<file path="src/rtl/irq_svc_pkg.sv">
`timescale 1ns/1ps
// Package: shared types for the interrupt pin service logic.
// Assumes nothing beyond IEEE 1800-2017.
package irq_svc_pkg;

    // Trigger mode of one pin entry.
    typedef enum logic {
        TRIG_EDGE  = 1'b0,
        TRIG_LEVEL = 1'b1
    } trig_e;

endpackage

</file>
<file path="src/rtl/irq_pin_slot.sv">
`timescale 1ns/1ps
// Module: irq_pin_slot
// Holds the request, remote-IRR and edge-history state of one interrupt pin
// and raises 'want' when the pin is eligible for a delivery offer.
// Assumes 'served' is high for exactly the cycle in which the delivery stage
// takes an offer for this pin, and 'accepted' is valid in that cycle.
module irq_pin_slot
    import irq_svc_pkg::*;
#(
    parameter int VEC_W = 8
) (
    input  logic             clk,
    input  logic             rst_n,
    input  logic             raw_lvl,
    input  logic             polarity,
    input  logic             trig,
    input  logic             mask,
    input  logic [VEC_W-1:0] vector,
    input  logic             eoi_valid,
    input  logic [VEC_W-1:0] eoi_vector,
    input  logic             served,
    input  logic             accepted,
    output logic             want
);

    logic eff;
    logic is_level;
    logic eoi_hit;
    logic lvl_q;
    logic req_q;
    logic rirr_q;

    // Qualify the raw level and decode per-pin controls.
    always_comb begin
        eff      = raw_lvl ^ polarity;
        is_level = (trig_e'(trig) == TRIG_LEVEL);
        eoi_hit  = eoi_valid && (eoi_vector == vector);
    end

    // Track previous effective level for edge detection.
    always_ff @(posedge clk) begin
        if (!rst_n) lvl_q <= 1'b0;
        else        lvl_q <= eff;
    end

    // Request bit: follows the level in level mode, latches rising edges in edge mode.
    always_ff @(posedge clk) begin
        if (!rst_n) begin
            req_q <= 1'b0;
        end else if (is_level) begin
            req_q <= eff;
        end else if (!eff) begin
            req_q <= 1'b0;
        end else if (!lvl_q && !mask) begin
            req_q <= 1'b1;
        end else if (served) begin
            req_q <= 1'b0;
        end
    end

    // Remote-IRR: set by an accepted level delivery, cleared by a matching EOI.
    always_ff @(posedge clk) begin
        if (!rst_n) begin
            rirr_q <= 1'b0;
        end else if (served && accepted && is_level) begin
            rirr_q <= 1'b1;
        end else if (eoi_hit) begin
            rirr_q <= 1'b0;
        end
    end

    // Eligibility for an offer.
    always_comb begin
        want = req_q && !mask && !(is_level && rirr_q);
    end


    eoi_clear_chk: assert property (@(posedge clk) disable iff (!rst_n)
        (eoi_valid && eoi_vector == vector && !(served && accepted && trig)) |=> !rirr_q);


    eoi_vs_accept_chk: assert property (@(posedge clk) disable iff (!rst_n)
        (served && accepted && trig) |=> rirr_q);


    low_clears_chk: assert property (@(posedge clk) disable iff (!rst_n)
        !(raw_lvl ^ polarity) |=> !req_q);

endmodule

</file>
<file path="src/rtl/irq_first_set.sv">
`timescale 1ns/1ps
// Module: irq_first_set
// Finds the lowest set bit of a request vector; combinational.
// Assumes WIDTH >= 1; 'idx' is zero when no bit is set.
module irq_first_set #(
    parameter int WIDTH = 8,
    localparam int IDX_W = (WIDTH > 1) ? $clog2(WIDTH) : 1
) (
    input  logic [WIDTH-1:0] vec,
    output logic             any,
    output logic [IDX_W-1:0] idx
);

    // Scan from the top down so the lowest set bit wins.
    always_comb begin
        any = 1'b0;
        idx = '0;
        for (int i = WIDTH - 1; i >= 0; i--) begin
            if (vec[i]) begin
                any = 1'b1;
                idx = IDX_W'(i);
            end
        end
    end

endmodule

</file>
<file path="src/rtl/irq_offer_reg.sv">
`timescale 1ns/1ps
// Module: irq_offer_reg
// Registers the delivery offer (valid + pin index) and holds it until the
// delivery stage raises ready; leaves one idle cycle after each handshake.
// Assumes 'any'/'idx' come from the current eligibility state.
module irq_offer_reg #(
    parameter int IDX_W = 3
) (
    input  logic             clk,
    input  logic             rst_n,
    input  logic             any,
    input  logic [IDX_W-1:0] idx,
    input  logic             ready,
    output logic             valid,
    output logic [IDX_W-1:0] pin
);

    // Offer state: load when idle, hold while waiting, drop on handshake.
    always_ff @(posedge clk) begin
        if (!rst_n) begin
            valid <= 1'b0;
            pin   <= '0;
        end else if (valid) begin
            if (ready) valid <= 1'b0;
        end else if (any) begin
            valid <= 1'b1;
            pin   <= idx;
        end
    end


    hold_offer_chk: assert property (@(posedge clk) disable iff (!rst_n)
        (valid && !ready) |=> (valid && $stable(pin)));


    gap_after_hs_chk: assert property (@(posedge clk) disable iff (!rst_n)
        (valid && ready) |=> !valid);

endmodule

</file>
<file path="src/rtl/irq_pin_service.sv">
`timescale 1ns/1ps
// Module: irq_pin_service (top)
// Per-pin interrupt request and EOI logic: qualifies pin levels, keeps
// request and remote-IRR state per pin, and offers eligible pins one at a
// time, lowest index first, over a valid/ready delivery handshake.
// Assumes dlv_accepted is meaningful only in a cycle with dlv_valid && dlv_ready.
module irq_pin_service #(
    parameter int NUM_PINS = 8,
    parameter int VEC_W    = 8,
    localparam int IDX_W   = (NUM_PINS > 1) ? $clog2(NUM_PINS) : 1
) (
    input  logic                      clk,
    input  logic                      rst_n,
    input  logic [NUM_PINS-1:0]       pin_level,
    input  logic [NUM_PINS-1:0]       pin_polarity,
    input  logic [NUM_PINS-1:0]       pin_level_trig,
    input  logic [NUM_PINS-1:0]       pin_mask,
    input  logic [NUM_PINS*VEC_W-1:0] pin_vector,
    input  logic                      eoi_valid,
    input  logic [VEC_W-1:0]          eoi_vector,
    output logic                      dlv_valid,
    output logic [IDX_W-1:0]          dlv_pin,
    input  logic                      dlv_ready,
    input  logic                      dlv_accepted
);

    localparam logic [NUM_PINS-1:0] ONE = NUM_PINS'(1);

    logic [NUM_PINS-1:0] want_vec;
    logic [NUM_PINS-1:0] served_vec;
    logic                pick_any;
    logic [IDX_W-1:0]    pick_idx;

    // Decode which pin the current handshake completes.
    always_comb begin
        for (int i = 0; i < NUM_PINS; i++) begin
            served_vec[i] = dlv_valid && dlv_ready && (dlv_pin == IDX_W'(i));
        end
    end

    // One state slot per pin.
    for (genvar g = 0; g < NUM_PINS; g++) begin : g_slot
        irq_pin_slot #(.VEC_W(VEC_W)) i_slot (
            .clk        (clk),
            .rst_n      (rst_n),
            .raw_lvl    (pin_level[g]),
            .polarity   (pin_polarity[g]),
            .trig       (pin_level_trig[g]),
            .mask       (pin_mask[g]),
            .vector     (pin_vector[g*VEC_W +: VEC_W]),
            .eoi_valid  (eoi_valid),
            .eoi_vector (eoi_vector),
            .served     (served_vec[g]),
            .accepted   (dlv_accepted),
            .want       (want_vec[g])
        );
    end

    irq_first_set #(.WIDTH(NUM_PINS)) i_pick (
        .vec (want_vec),
        .any (pick_any),
        .idx (pick_idx)
    );

    irq_offer_reg #(.IDX_W(IDX_W)) i_offer (
        .clk   (clk),
        .rst_n (rst_n),
        .any   (pick_any),
        .idx   (pick_idx),
        .ready (dlv_ready),
        .valid (dlv_valid),
        .pin   (dlv_pin)
    );


    lowest_first_chk: assert property (@(posedge clk) disable iff (!rst_n)
        $rose(dlv_valid) |-> (($past(want_vec) & ((ONE << dlv_pin) - ONE)) == '0));


    masked_not_offered_chk: assert property (@(posedge clk) disable iff (!rst_n)
        $rose(dlv_valid) |-> (($past(pin_mask) & (ONE << dlv_pin)) == '0));


    offer_in_range_chk: assert property (@(posedge clk) disable iff (!rst_n)
        dlv_valid |-> (int'(dlv_pin) < NUM_PINS));

endmodule

</file>
<file path="config.mk">
export PLATFORM = sky130hd
export DESIGN_NAME = irq_pin_service
export DESIGN_NICKNAME = d
export VERILOG_FILES = /design/src/rtl/irq_svc_pkg.sv /design/src/rtl/irq_pin_slot.sv /design/src/rtl/irq_first_set.sv /design/src/rtl/irq_offer_reg.sv /design/src/rtl/irq_pin_service.sv
export SDC_FILE = /design/constraint.sdc
export NUM_CORES = 1
export LEC_CHECK = 0
export BUFFER_PORTS_ARGS = -buffer_cell sky130_fd_sc_hd__buf_2
export CORE_ASPECT_RATIO = 1.75
export CORE_UTILIZATION = 41
export CTS_CLUSTER_SIZE = 16
export DETAILED_ROUTE_END_ITERATION = 10
export MAX_ROUTING_LAYER = met4
export PLACE_DENSITY = 0.88
export SLEW_MARGIN = 10
export SYNTH_ARGS = -nofsm -noshare
export SYNTH_HDL_FRONTEND = slang
export SYNTH_SLANG_ARGS = --single-unit
</file>
<file path="constraint.sdc">
create_clock -name clk -period 1.2 [get_ports clk]
set_input_delay 0.24 -clock clk [delete_from_list [all_inputs] [get_ports clk]]
set_output_delay 0.24 -clock clk [all_outputs]
set_load 0.005 [all_outputs]
</file>
After elaboration in Yosys (flattened, before gate mapping)
Index checks and enable logic that the tools add are counted.
{"block": "totals", "regBits": 28, "elab_cells": 224}
{"block": "op_classes", "n_eq_ne": 23, "n_mux": 67, "bitwise": 9, "n_reduce_logical": 99}
{"cell": "$logic_and A1 B1 Y1", "count": 65}
{"cell": "$eq A8 B8 Y1", "count": 8}
{"cell": "$mux W1", "count": 59}
{"cell": "$ne A4 B3 Y1 const B", "count": 8}
{"cell": "$logic_not A1 Y1", "count": 24}
{"cell": "$mux W3", "count": 8}
{"cell": "$reduce_bool A2 Y1", "count": 8}
{"cell": "$eq A3 B3 Y1 const B", "count": 4}
{"cell": "$xor A1 B1 Y1", "count": 8}
{"cell": "$eq A3 B2 Y1 const B", "count": 2}
{"cell": "$eq A3 B1 Y1 const B", "count": 1}
{"cell": "$logic_not A3 Y1", "count": 1}
{"cell": "$reduce_and A2 Y1", "count": 1}
{"cell": "$not A1 Y1", "count": 1}

Longest topological paths before layout
Gate-level depths: netlist of the first run.
{"block": "depth", "word_depth": 13, "mapped_depth": 6, "depth_no_buf": 5}

Cells and area by module
A second synthesis of the first run with hierarchy kept.
{"block": "hier_totals", "cells_unflattened": 226, "hier_area_um2": 2080.7}
{"mod": "irq_pin_slot", "instances": 8, "cells_each": 23, "area_per_inst_um2": 219.0}
{"mod": "irq_offer_reg", "instances": 1, "cells_each": 16, "area_per_inst_um2": 160.2}
{"mod": "irq_pin_service", "instances": 1, "cells_each": 13, "area_per_inst_um2": 88.8}
{"mod": "irq_first_set", "instances": 1, "cells_each": 13, "area_per_inst_um2": 80.1}

Least setup slack after synthesis of the first run
Ideal clock, no wire load.
{"block": "synth_timing", "path_kind": "flip-flop to flip-flop", "from": "register i_offer.valid", "to": "register g_slot[3].i_slot.req_q", "setup_ps": 132, "arrival_ps": 1135, "setup_slack_ps": -66, "path_stages_with_launch": 6, "path_buffers": 0, "synth_period_minus_slack_ps": 1266, "cell_sequence": "dfxtp_1 nand2_2 nor3b_4 nand2_1 a211oi_2 nor3_1"}
{"block": "synth_between", "elab_chain_cells": 3}
{"item": "start, declared", "line_no": "irq_offer_reg.sv:14", "source": "output logic valid,"}
{"item": "start signal, assigned", "line_no": "irq_offer_reg.sv:21", "source": "valid <= 1'b0;"}
{"item": "start signal, assigned", "line_no": "irq_offer_reg.sv:24", "source": "if (ready) valid <= 1'b0;"}
{"item": "start signal, assigned", "line_no": "irq_offer_reg.sv:26", "source": "valid <= 1'b1;"}
{"item": "$logic_and A1 B1 Y1 (2 in series)", "line_no": "irq_pin_service.sv:37", "source": "served_vec[i] = dlv_valid && dlv_ready && (dlv_pin == IDX_W'(i));"}
{"item": "$ne A4 B3 Y1 (no source line)"}
{"item": "end signal, assigned", "line_no": "irq_pin_slot.sv:53", "source": "req_q <= 1'b0;"}
{"item": "end signal, assigned", "line_no": "irq_pin_slot.sv:55", "source": "req_q <= 1'b1;"}
{"item": "end signal, assigned", "line_no": "irq_pin_slot.sv:57", "source": "req_q <= 1'b0;"}
{"item": "end, declared", "line_no": "irq_pin_slot.sv:30", "source": "logic req_q;"}
Every way passes these cells.
A chain may end at the register's enable or synchronous reset.

Worst setup path after layout of the first run
{"block": "layout_timing", "from": "register g_slot[3].i_slot.rirr_q", "to": "register i_offer.pin[0]"}
{"block": "layout_between", "elab_chain_cells": 8}
{"item": "start, declared", "line_no": "irq_pin_slot.sv:31", "source": "logic rirr_q;"}
{"item": "start signal, assigned", "line_no": "irq_pin_slot.sv:64", "source": "rirr_q <= 1'b0;"}
{"item": "start signal, assigned", "line_no": "irq_pin_slot.sv:66", "source": "rirr_q <= 1'b1;"}
{"item": "start signal, assigned", "line_no": "irq_pin_slot.sv:68", "source": "rirr_q <= 1'b0;"}
{"item": "$logic_and A1 B1 Y1 *", "line_no": "irq_pin_slot.sv:74", "source": "want = req_q && !mask && !(is_level && rirr_q);"}
{"item": "$logic_not A1 Y1 *", "line_no": "irq_pin_slot.sv:74"}
{"item": "$logic_and A1 B1 Y1 *", "line_no": "irq_pin_slot.sv:74"}
{"item": "$mux W1 (4 in series)", "line_no": "irq_first_set.sv:19", "source": "if (vec[i]) begin"}
{"item": "$reduce_and A2 Y1 (no source line)"}
{"item": "end signal, assigned", "line_no": "irq_offer_reg.sv:27", "source": "pin <= idx;"}
{"item": "end, declared", "line_no": "irq_offer_reg.sv:15", "source": "output logic [IDX_W-1:0] pin"}
Mark *: on every way between the ends. The rest lies on a longest branch, timed or not.

==> results.json, run 1 <==
{
  "ys_async_sr_fraction": 0,
  "fmax_ghz": 0.768,
  "timing.final.crit_share": 1.09,
  "syn_avg_cell_area_um2": 8.15,
  "end_kind": "flop",
  "period_needed_ns": 1.30,
  "pre_cts_ws_ns": -0.144,
  "num_rows": 33,
  "grt_pass1_vias": 2664,
  "maxSlewViolCount": 0,
  "grt_overflow": 0,
  "ys_seq_area_frac": 0.274,
  "synth_top_family_by_area": "XOR/XNOR gates",
  "cp_cell_sequence": "nand2_1 -> buf_4 -> a22oi_2 -> o21ai_0 -> a22oi_2 -> o32ai_2",
  "ant_nets": 0,
  "h-tree-depth": 1,
  "insertion_delay_ns": 0.29,
  "die_x_um": 55.4,
  "clockRootBuffer": "clkbuf_8",
  "vias": 2458,
  "hold_viol_final": 0,
  "cp_max_fo": 2,
  "path_class": "flop to flop",
  "slew-limit-headroom": 0.800,
  "cts_max_path_buffers": 2,
  "violations": "negative setup slack",
  "clkSinkCount": 28,
  "cpPeakStageDelay_ns": 0.35,
  "setup_viol_count_final": 4,
  "vias_per_cell": 5.44,
  "die_y_um": 95.4,
  "p_leak_nw": 1.48,
  "yosysTopAreaCell": "dfxtp_1",
  "max_cap_violations": 0,
  "syn_area_um2": 2050,
  "first_pass_iters": 4,
  "synthSimpleGateAreaFrac": 0.257,
  "dp_hpwl_um": 5700,
  "synth_top_cells_by_area": "dfxtp_1, xor2_1, xnor2_1, nor2_1, nand2_1",
  "drc": 0,
  "area_growth_pct": 54.6,
  "yosysWarnings": 0,
  "clk_pin_slew_ns": 0.10,
  "initial_core_util": 0.431,
  "ys_types": 40,
  "post-route-cell-area_um2": 3160,
  "cts_made_buffers": 3,
  "rsz0062_at_grt": "true",
  "detail_route.wl_per_cell_um": 15.7,
  "core_area_um2": 4750,
  "cts_tree": "yes",
  "synth_xor_area_frac": 0.308,
  "io_buffer_count": 112,
  "synth_top_area_share": 0.274,
  "slowest_stage": "dfxtp_1",
  "muxShareOfSynthArea": 0,
  "powerDensity_nw_per_um2": 821,
  "track_usage": 0.283,
  "crit_required_ns": 1.38,
  "cp_top_family": "compound AO/OA/AOI/OAI gates",
  "fin_ws_ns": -0.102,
  "yosys-top-cells-count": "xor2_1, dfxtp_1, nor2_1, nand2_1, xnor2_1",
  "antenna_found_initial": 0,
  "status": "complete, but fails checks",
  "dieArea_um2": 5290,
  "critPathLaunchType": "flop",
  "postPlaceCellArea_um2": 2920,
  "yosysMostFrequentCell": "xor2_1",
  "drt_iter0_markers": 55,
  "finalClockSkew_ns": 0.00500,
  "synth_compound_area_frac": 0.130,
  "cts_hold_buf": 0,
  "diodes": 0,
  "hold_path.class": "primary input to flop",
  "yosys.area_share.adder": 0,
  "nets": 510,
  "ys_ff_latch": 28,
  "place_congestion": 0.953,
  "cp.arrival_ns": 1.49,
  "grt_max_degree": 16,
  "syn_nets": 360,
  "ios": 113,
  "grt_pass1_wl_um": 11300,
  "fin_util": 0.666,
  "drive_above_1_share": 0.513,
  "worst_pin_slew_ns": 0.298,
  "syn-instance-count": 251,
  "synth-edff-count": 0,
  "routed_wl_um": 7110,
  "fin_tns_setup_ns": -0.282,
  "ir_drop_mv": 0.599,
  "ys.flop_type": "dfxtp_1",
  "cp_num_buf_inv": 1,
  "cpMostUsedCell": "a22oi_2"
}
-- power by group --
group          internal [mW]  switching [mW]
clock                  0.296           0.327
combinational          0.481           0.447
sequential             0.998          0.0498
total                   1.77           0.823
-- flip-flops by register name, indices dropped and copies added, names as in the netlist --
signal                cells
g_slot.i_slot.lvl_q       8
g_slot.i_slot.req_q       8
g_slot.i_slot.rirr_q      8
i_offer.pin               3
i_offer.valid             1
-- through the flow --
step | power, mW | hold WS (ns) | std cells
floorplan | 1.46 | 0.363 | 251
global placement | 1.85 | 0.441 | 443
detailed placement | 1.89 | 0.451 | 443
CTS | 2.54 | 0.217 | 450
global route | 2.71 | 0.241 | 452
finish | 2.60 | 0.211 | 452
-- cell families after synthesis --
| family | Yosys count |
|---|---|
| flip-flops | 28 |
| AO/OA/AOI/OAI | 33 |
| AND/OR/NAND/NOR | 104 |
| buffers and inverters | 14 |
| XOR/XNOR | 72 |
-- per-layer routing --
| layer | up-vias | routed length (um) | part of all wire | track usage |
|---|---|---|---|---|
| li1 | 1159 | - | - | - |
| met1 | 1138 | 2300 | 0.32 | 0.237 |
| met2 | 126 | 4050 | 0.57 | 0.559 |
| met3 | 35 | 336 | 0.047 | 0.0244 |
| met4 | 0 | 425 | 0.060 | 0.223 |
| met5 | - | 0 | 0 | - |
-- final timing paths --
check	start	slack [ns]	depth (start not counted)	end
min reg2reg	g_slot[3].i_slot.rirr_q	0.47	2	g_slot[3].i_slot.rirr_q
max	g_slot[3].i_slot.rirr_q	-0.10	6	i_offer.pin[0]
min	pin_level[1]	0.21	3	g_slot[1].i_slot.lvl_q
max reg2reg	g_slot[3].i_slot.rirr_q	-0.10	6	i_offer.pin[0]
-- layout make-up --
cell class | instances | area [um2]
Multi-Input combinational cell | 209 | 1560
Fill cell | 357 | 1590
Sequential cell | 28 | 581
Timing Repair Buffer | 156 | 895
Tap cell | 52 | 65.1
Clock buffer | 4 | 55.1
Inverter | 3 | 11.3
-- cell usage in the layout (no fill, tap or decap), drive strengths merged --
master   synthesis  layout
a211oi           4       4
a21boi           5       5
a21oi            2       2
a22oi            3       3
a2bb2oi          2       2
a32oi            2       2
and2             3       3
and3             2       2
buf              9     156
clkbuf           2       4
dfxtp           28      28
inv              3       3
nand2           23      23
nand2b           2       2
nand3           12      12
nand4           10      10
nor2            24      24
nor2b            5       5
nor3            13      13
nor3b            2       2
nor4             8       8
o211a            2       2
o21a             1       1
o21ai            9       9
o31a             1       1
o31ai            1       1
o32ai            1       1
xnor2           16      16
xor2            56      56
-- tightest hold or removal path: stages --
cell	delay (ns)
buf_2	0.08
xnor2_1	0.07
nor2_1	0.08
-- timing repair --
item	4_1_cts	5_1_grt
setup endpoints to repair	6	12
pin swaps	3	10
gates resized for setup	25	20
setup buffers	3	2
Note: power is estimated with default switching activity, not from simulation.
==> run 2: changes to the inputs <==
Settings changed: CORE_UTILIZATION 41 to 28, PLACE_DENSITY 0.88 to 0.67.
==> run 2 against run 1 <==
The run still ends with negative setup slack left. Sequential cell count stayed put. Clock power is 60% higher. Global-route usage is 9.4 points lower. Sequential power hardly changed. Combinational power is 4.1% lower. Largest cell class unchanged. Highest routed layer unchanged.
==> results.json, run 2 (synthesized netlist as in run 1, its figures left out) <==
{
  "rsz0062_at_grt": "true",
  "p_sw_frac": 0.272,
  "pwr-share-comb": 0.304,
  "grt_pass1_vias": 2356,
  "fin_total_pwr_mw": 2.93,
  "period_needed_ns": 1.28,
  "diodes": 0,
  "drive_above_1_share": 0.499,
  "pwr-share-seq": 0.356,
  "ir_drop_mv": 0.517,
  "initial_core_util": 0.294,
  "dp_hpwl_um": 5660,
  "clk_pin_slew_ns": 0.07,
  "maxSlewViolCount": 0,
  "first_pass_iters": 4,
  "status": "complete, but fails checks",
  "violations": "negative setup slack",
  "fill_cells": 682,
  "post-route-cell-area_um2": 3250,
  "fmax_ghz": 0.782,
  "internal-power_mw": 2.13,
  "ios": 113,
  "detail_route.wl_per_cell_um": 13.8,
  "area_growth_pct": 59.0,
  "h-tree-depth": 1,
  "antenna_found_initial": 0,
  "slowest_stage": "dfxtp_2",
  "cts_tree": "yes",
  "dieArea_um2": 7670,
  "postPlaceCellArea_um2": 2980,
  "multiInputGateArea_um2": 1540,
  "insertion_delay_ns": 0.27,
  "die_x_um": 66.6,
  "pre_cts_ws_ns": -0.219,
  "vias": 2309,
  "ant_nets": 0,
  "core_area_um2": 6960,
  "grt_overflow": 0,
  "clockRootBuffer": "clkbuf_16",
  "drt_iter0_markers": 79,
  "critPathLaunchType": "flop",
  "final_common_cell": "buf_2",
  "p_clk_frac": 0.341,
  "hold_viol_final": 0,
  "end_kind": "flop",
  "path_class": "flop to flop",
  "powerDensity_nw_per_um2": 901,
  "layout_common_cells": "buf_2, xor2_1, buf_4",
  "hold_path.class": "primary input to flop",
  "crit_required_ns": 1.37,
  "finalClockSkew_ns": 0.00705,
  "io_buffer_count": 112,
  "stdcell_count": 487,
  "fin_hold_ws_ns": 0.240,
  "cp_cell_sequence": "nor2b_4 -> a22oi_2 -> a21oi_2 -> o211a_1 -> o21a_1",
  "drc": 0,
  "routed_wl_um": 6720,
  "clkSinkCount": 28,
  "timing.final.crit_share": 1.07,
  "cts_hold_buf": 0,
  "fin_util": 0.468,
  "fin_ws_ns": -0.0786,
  "setup_viol_count_final": 3,
  "num_rows": 40,
  "seq_area_um2": 577,
  "grt_max_degree": 17,
  "p_leak_nw": 1.51,
  "nets": 513,
  "cpPeakStageDelay_ns": 0.32,
  "grt_pass1_wl_um": 10600,
  "slew-limit-headroom": 0.690,
  "cts_made_buffers": 3,
  "die_y_um": 115,
  "place_congestion": 0.901,
  "cp_max_fo": 4,
  "top_regs": "g_slot.i_slot.lvl_q (8), g_slot.i_slot.req_q (8), g_slot.i_slot.rirr_q (8)",
  "vias_per_cell": 4.74,
  "cts_max_path_buffers": 2,
  "place_inst": 478,
  "worst_pin_slew_ns": 0.465,
  "fin_tns_setup_ns": -0.140,
  "track_usage": 0.189,
  "p_sw_mw": 0.798,
  "cp.arrival_ns": 1.45,
  "rrSetupSlack_ns": -0.08,
  "max_cap_violations": 0
}
[run 2: repair_timing]
item                                   4_1_cts  5_1_grt
cloned                                       0        0
endpoints found under the hold margin        0        0
setup buffers                                4        1
gates resized for setup                     21       18
setup endpoints to repair                    8       11
pin swaps                                    2       10
[run 2: final timing paths]
check                                             start                      end  cells after the start
worst max register to register   g_slot[0].i_slot.req_q           i_offer.pin[1]                      5
worst min register to register  g_slot[3].i_slot.rirr_q  g_slot[3].i_slot.rirr_q                      2
worst max-delay path             g_slot[0].i_slot.req_q           i_offer.pin[1]                      5
worst min-delay path                       pin_level[1]   g_slot[1].i_slot.lvl_q                      3
[run 2: metal layers]
| layer | vias up | GRT usage | wire length [um] |
|---|---|---|---|
| li1 | 1167 | - | - |
| met1 | 1042 | 0.175 | 2320 |
| met2 | 87 | 0.369 | 3900 |
| met3 | 13 | 0.0169 | 310 |
| met4 | 0 | 0.0908 | 185 |
| met5 | - | - | 0 |
[run 2: area by class of cell]
type,instances,area share
multi-input combinational,209,0.474
timing repair buffer,159,0.281
sequential,28,0.177
tap,84,0.0323
clock buffer,3,0.0231
clock inverter,1,0.00923
inverter,3,0.00346
[run 2: power by group through the flow]
stage	registers [mW]	clock network, mW	logic [mW]
2_1_floorplan	1.05	0	0.409
3_3_place_gp	1.05	0	0.814
3_5_place_dp	1.05	0	0.830
4_1_cts	1.03	1.03	0.865
5_1_grt	1.05	1.05	0.978
6_report	1.04	0.999	0.890
[run 2: worst max-delay path, delay by kind of cell, from the launching register on]
family | cells | cell delay [ns]
simple gates | 1 | 0.12
flops | 1 | 0.32
compound gates | 4 | 0.75
==> run 3: changes to the inputs <==
Settings changed: RECOVER_POWER from default to 100.
==> run 3 against run 2 <==
The flow still finishes with violations (negative setup slack). Critical path depth unchanged. Clock skew about the same. Combinational power down 0.8%. Maximum frequency down 0.58%. Sequential cell count unchanged. Largest cell class unchanged.
==> results.json, run 3 (synthesized netlist as in run 1, its figures left out) <==
{
  "status": "complete, but fails checks",
  "violations": "negative setup slack",
  "dp_hpwl_um": 5660,
  "rsz0062_at_grt": "true",
  "critPathLaunchType": "flop",
  "timing.final.crit_share": 1.07,
  "post-route-cell-area_um2": 3240,
  "track_usage": 0.189,
  "slew-limit-headroom": 0.687,
  "worst_pin_slew_ns": 0.469,
  "cts_max_path_buffers": 2,
  "fin_total_pwr_mw": 2.92,
  "grt_pass1_vias": 2356,
  "drc": 0,
  "setup_viol_count_final": 3,
  "area_growth_pct": 58.5,
  "cp_num_buf_inv": 0,
  "diodes": 0,
  "fin_hold_ws_ns": 0.240,
  "fmax_ghz": 0.778,
  "cp_max_fo": 4,
  "h-tree-depth": 1,
  "clkSinkCount": 28,
  "vias_per_cell": 4.72,
  "cp.arrival_ns": 1.45,
  "period_needed_ns": 1.29,
  "fin_ws_ns": -0.0860,
  "first_pass_iters": 4,
  "nets": 513,
  "p_leak_nw": 1.50,
  "ios": 113,
  "ant_nets": 0,
  "grt_overflow": 0,
  "maxSlewViolCount": 0,
  "cp_top_family": "compound AO/OA/AOI/OAI gates",
  "initial_core_util": 0.294,
  "cts_tree": "yes",
  "hold_viol_final": 0,
  "cts_hold_buf": 0,
  "layout_common_cells": "buf_2, xor2_1, buf_4",
  "max_cap_violations": 0,
  "fin_util": 0.466,
  "clk_pin_slew_ns": 0.07,
  "io_buffer_count": 112,
  "core_area_um2": 6960,
  "slowest_stage": "dfxtp_2",
  "place_congestion": 0.901,
  "postPlaceCellArea_um2": 2980,
  "top_regs": "g_slot.i_slot.lvl_q (8), g_slot.i_slot.req_q (8), g_slot.i_slot.rirr_q (8)",
  "die_y_um": 115,
  "powerDensity_nw_per_um2": 901,
  "path_class": "flop to flop",
  "ir_drop_mv": 0.517,
  "detail_route.wl_per_cell_um": 13.8,
  "crit_required_ns": 1.37,
  "num_rows": 40,
  "cts_made_buffers": 3,
  "clockRootBuffer": "clkbuf_16",
  "grt_max_degree": 17,
  "drive_above_1_share": 0.491,
  "hold_path.class": "primary input to flop",
  "vias": 2298,
  "grt_pass1_wl_um": 10600,
  "insertion_delay_ns": 0.27,
  "end_kind": "flop",
  "fin_tns_setup_ns": -0.152,
  "antenna_found_initial": 0,
  "finalClockSkew_ns": 0.00683,
  "dieArea_um2": 7670,
  "cp_cell_sequence": "nor2b_4 -> a22oi_2 -> a21oi_2 -> o211a_1 -> o21a_1",
  "cpPeakStageDelay_ns": 0.32,
  "die_x_um": 66.6,
  "routed_wl_um": 6720,
  "fill_cells": 683,
  "drt_iter0_markers": 83,
  "final_common_cell": "buf_2"
}
## run 3: cell types whose count changed in the layout (fill, tap and decap cells not counted), sizes merged
cell / delta
buf: -4
clkbuf: +4
## run 3: area by class of cell
type	count	area, um2	share of cell area
multi-input combinational	209	1540	0.475
inverter	3	11.3	0.00347
clock buffer	3	75.1	0.0231
timing repair buffer	159	906	0.279
clock inverter	1	30.0	0.00926
tap	84	105	0.0324
sequential	28	577	0.178
## run 3: what timing repair did
item                       CTS  global route
setup endpoints to repair    8            11
gates resized for setup     21            18
pin swaps                    2            10
setup buffers                4             1
## run 3: worst paths after layout
| kind | to | slack (ns) | startpoint | cells after the start |
|---|---|---|---|---|
| worst max-delay path | i_offer.pin[1] | -0.09 | g_slot[0].i_slot.req_q | 5 |
| worst min-delay path | g_slot[1].i_slot.lvl_q | 0.24 | pin_level[1] | 3 |
| worst max register to register | i_offer.pin[1] | -0.09 | g_slot[0].i_slot.req_q | 5 |
| worst min register to register | g_slot[3].i_slot.rirr_q | 0.47 | g_slot[3].i_slot.rirr_q | 2 |
## run 3: where the power goes
part           total, mW  switching [mW]  internal [mW]
sequential          1.04          0.0460          0.995
combinational      0.883           0.416          0.467
clock              0.999           0.333          0.665
## run 3: tightest hold or removal path, delay by kind of cell
family / cells / cell delay [ns]
XOR/XNOR: 1 / 0.07
AND/OR/NAND/NOR: 1 / 0.08
buffers and inverters: 1 / 0.08
## run 3: metal layers
metal	global-route usage	share of wire	wire [um]
met1	0.175	0.35	2330
met2	0.369	0.58	3890
met4	0.0908	0.028	189
met5	-	0	0
met3	0.0169	0.046	311
## run 3: metrics by stage
stage / setup slack, ns / cells
after CTS: -0.0619 / 486
after global routing: -0.146 / 487
after detailed placement: -0.219 / 478
final: -0.0860 / 487
after global placement: -0.199 / 478
after floorplan: -0.000568 / 251
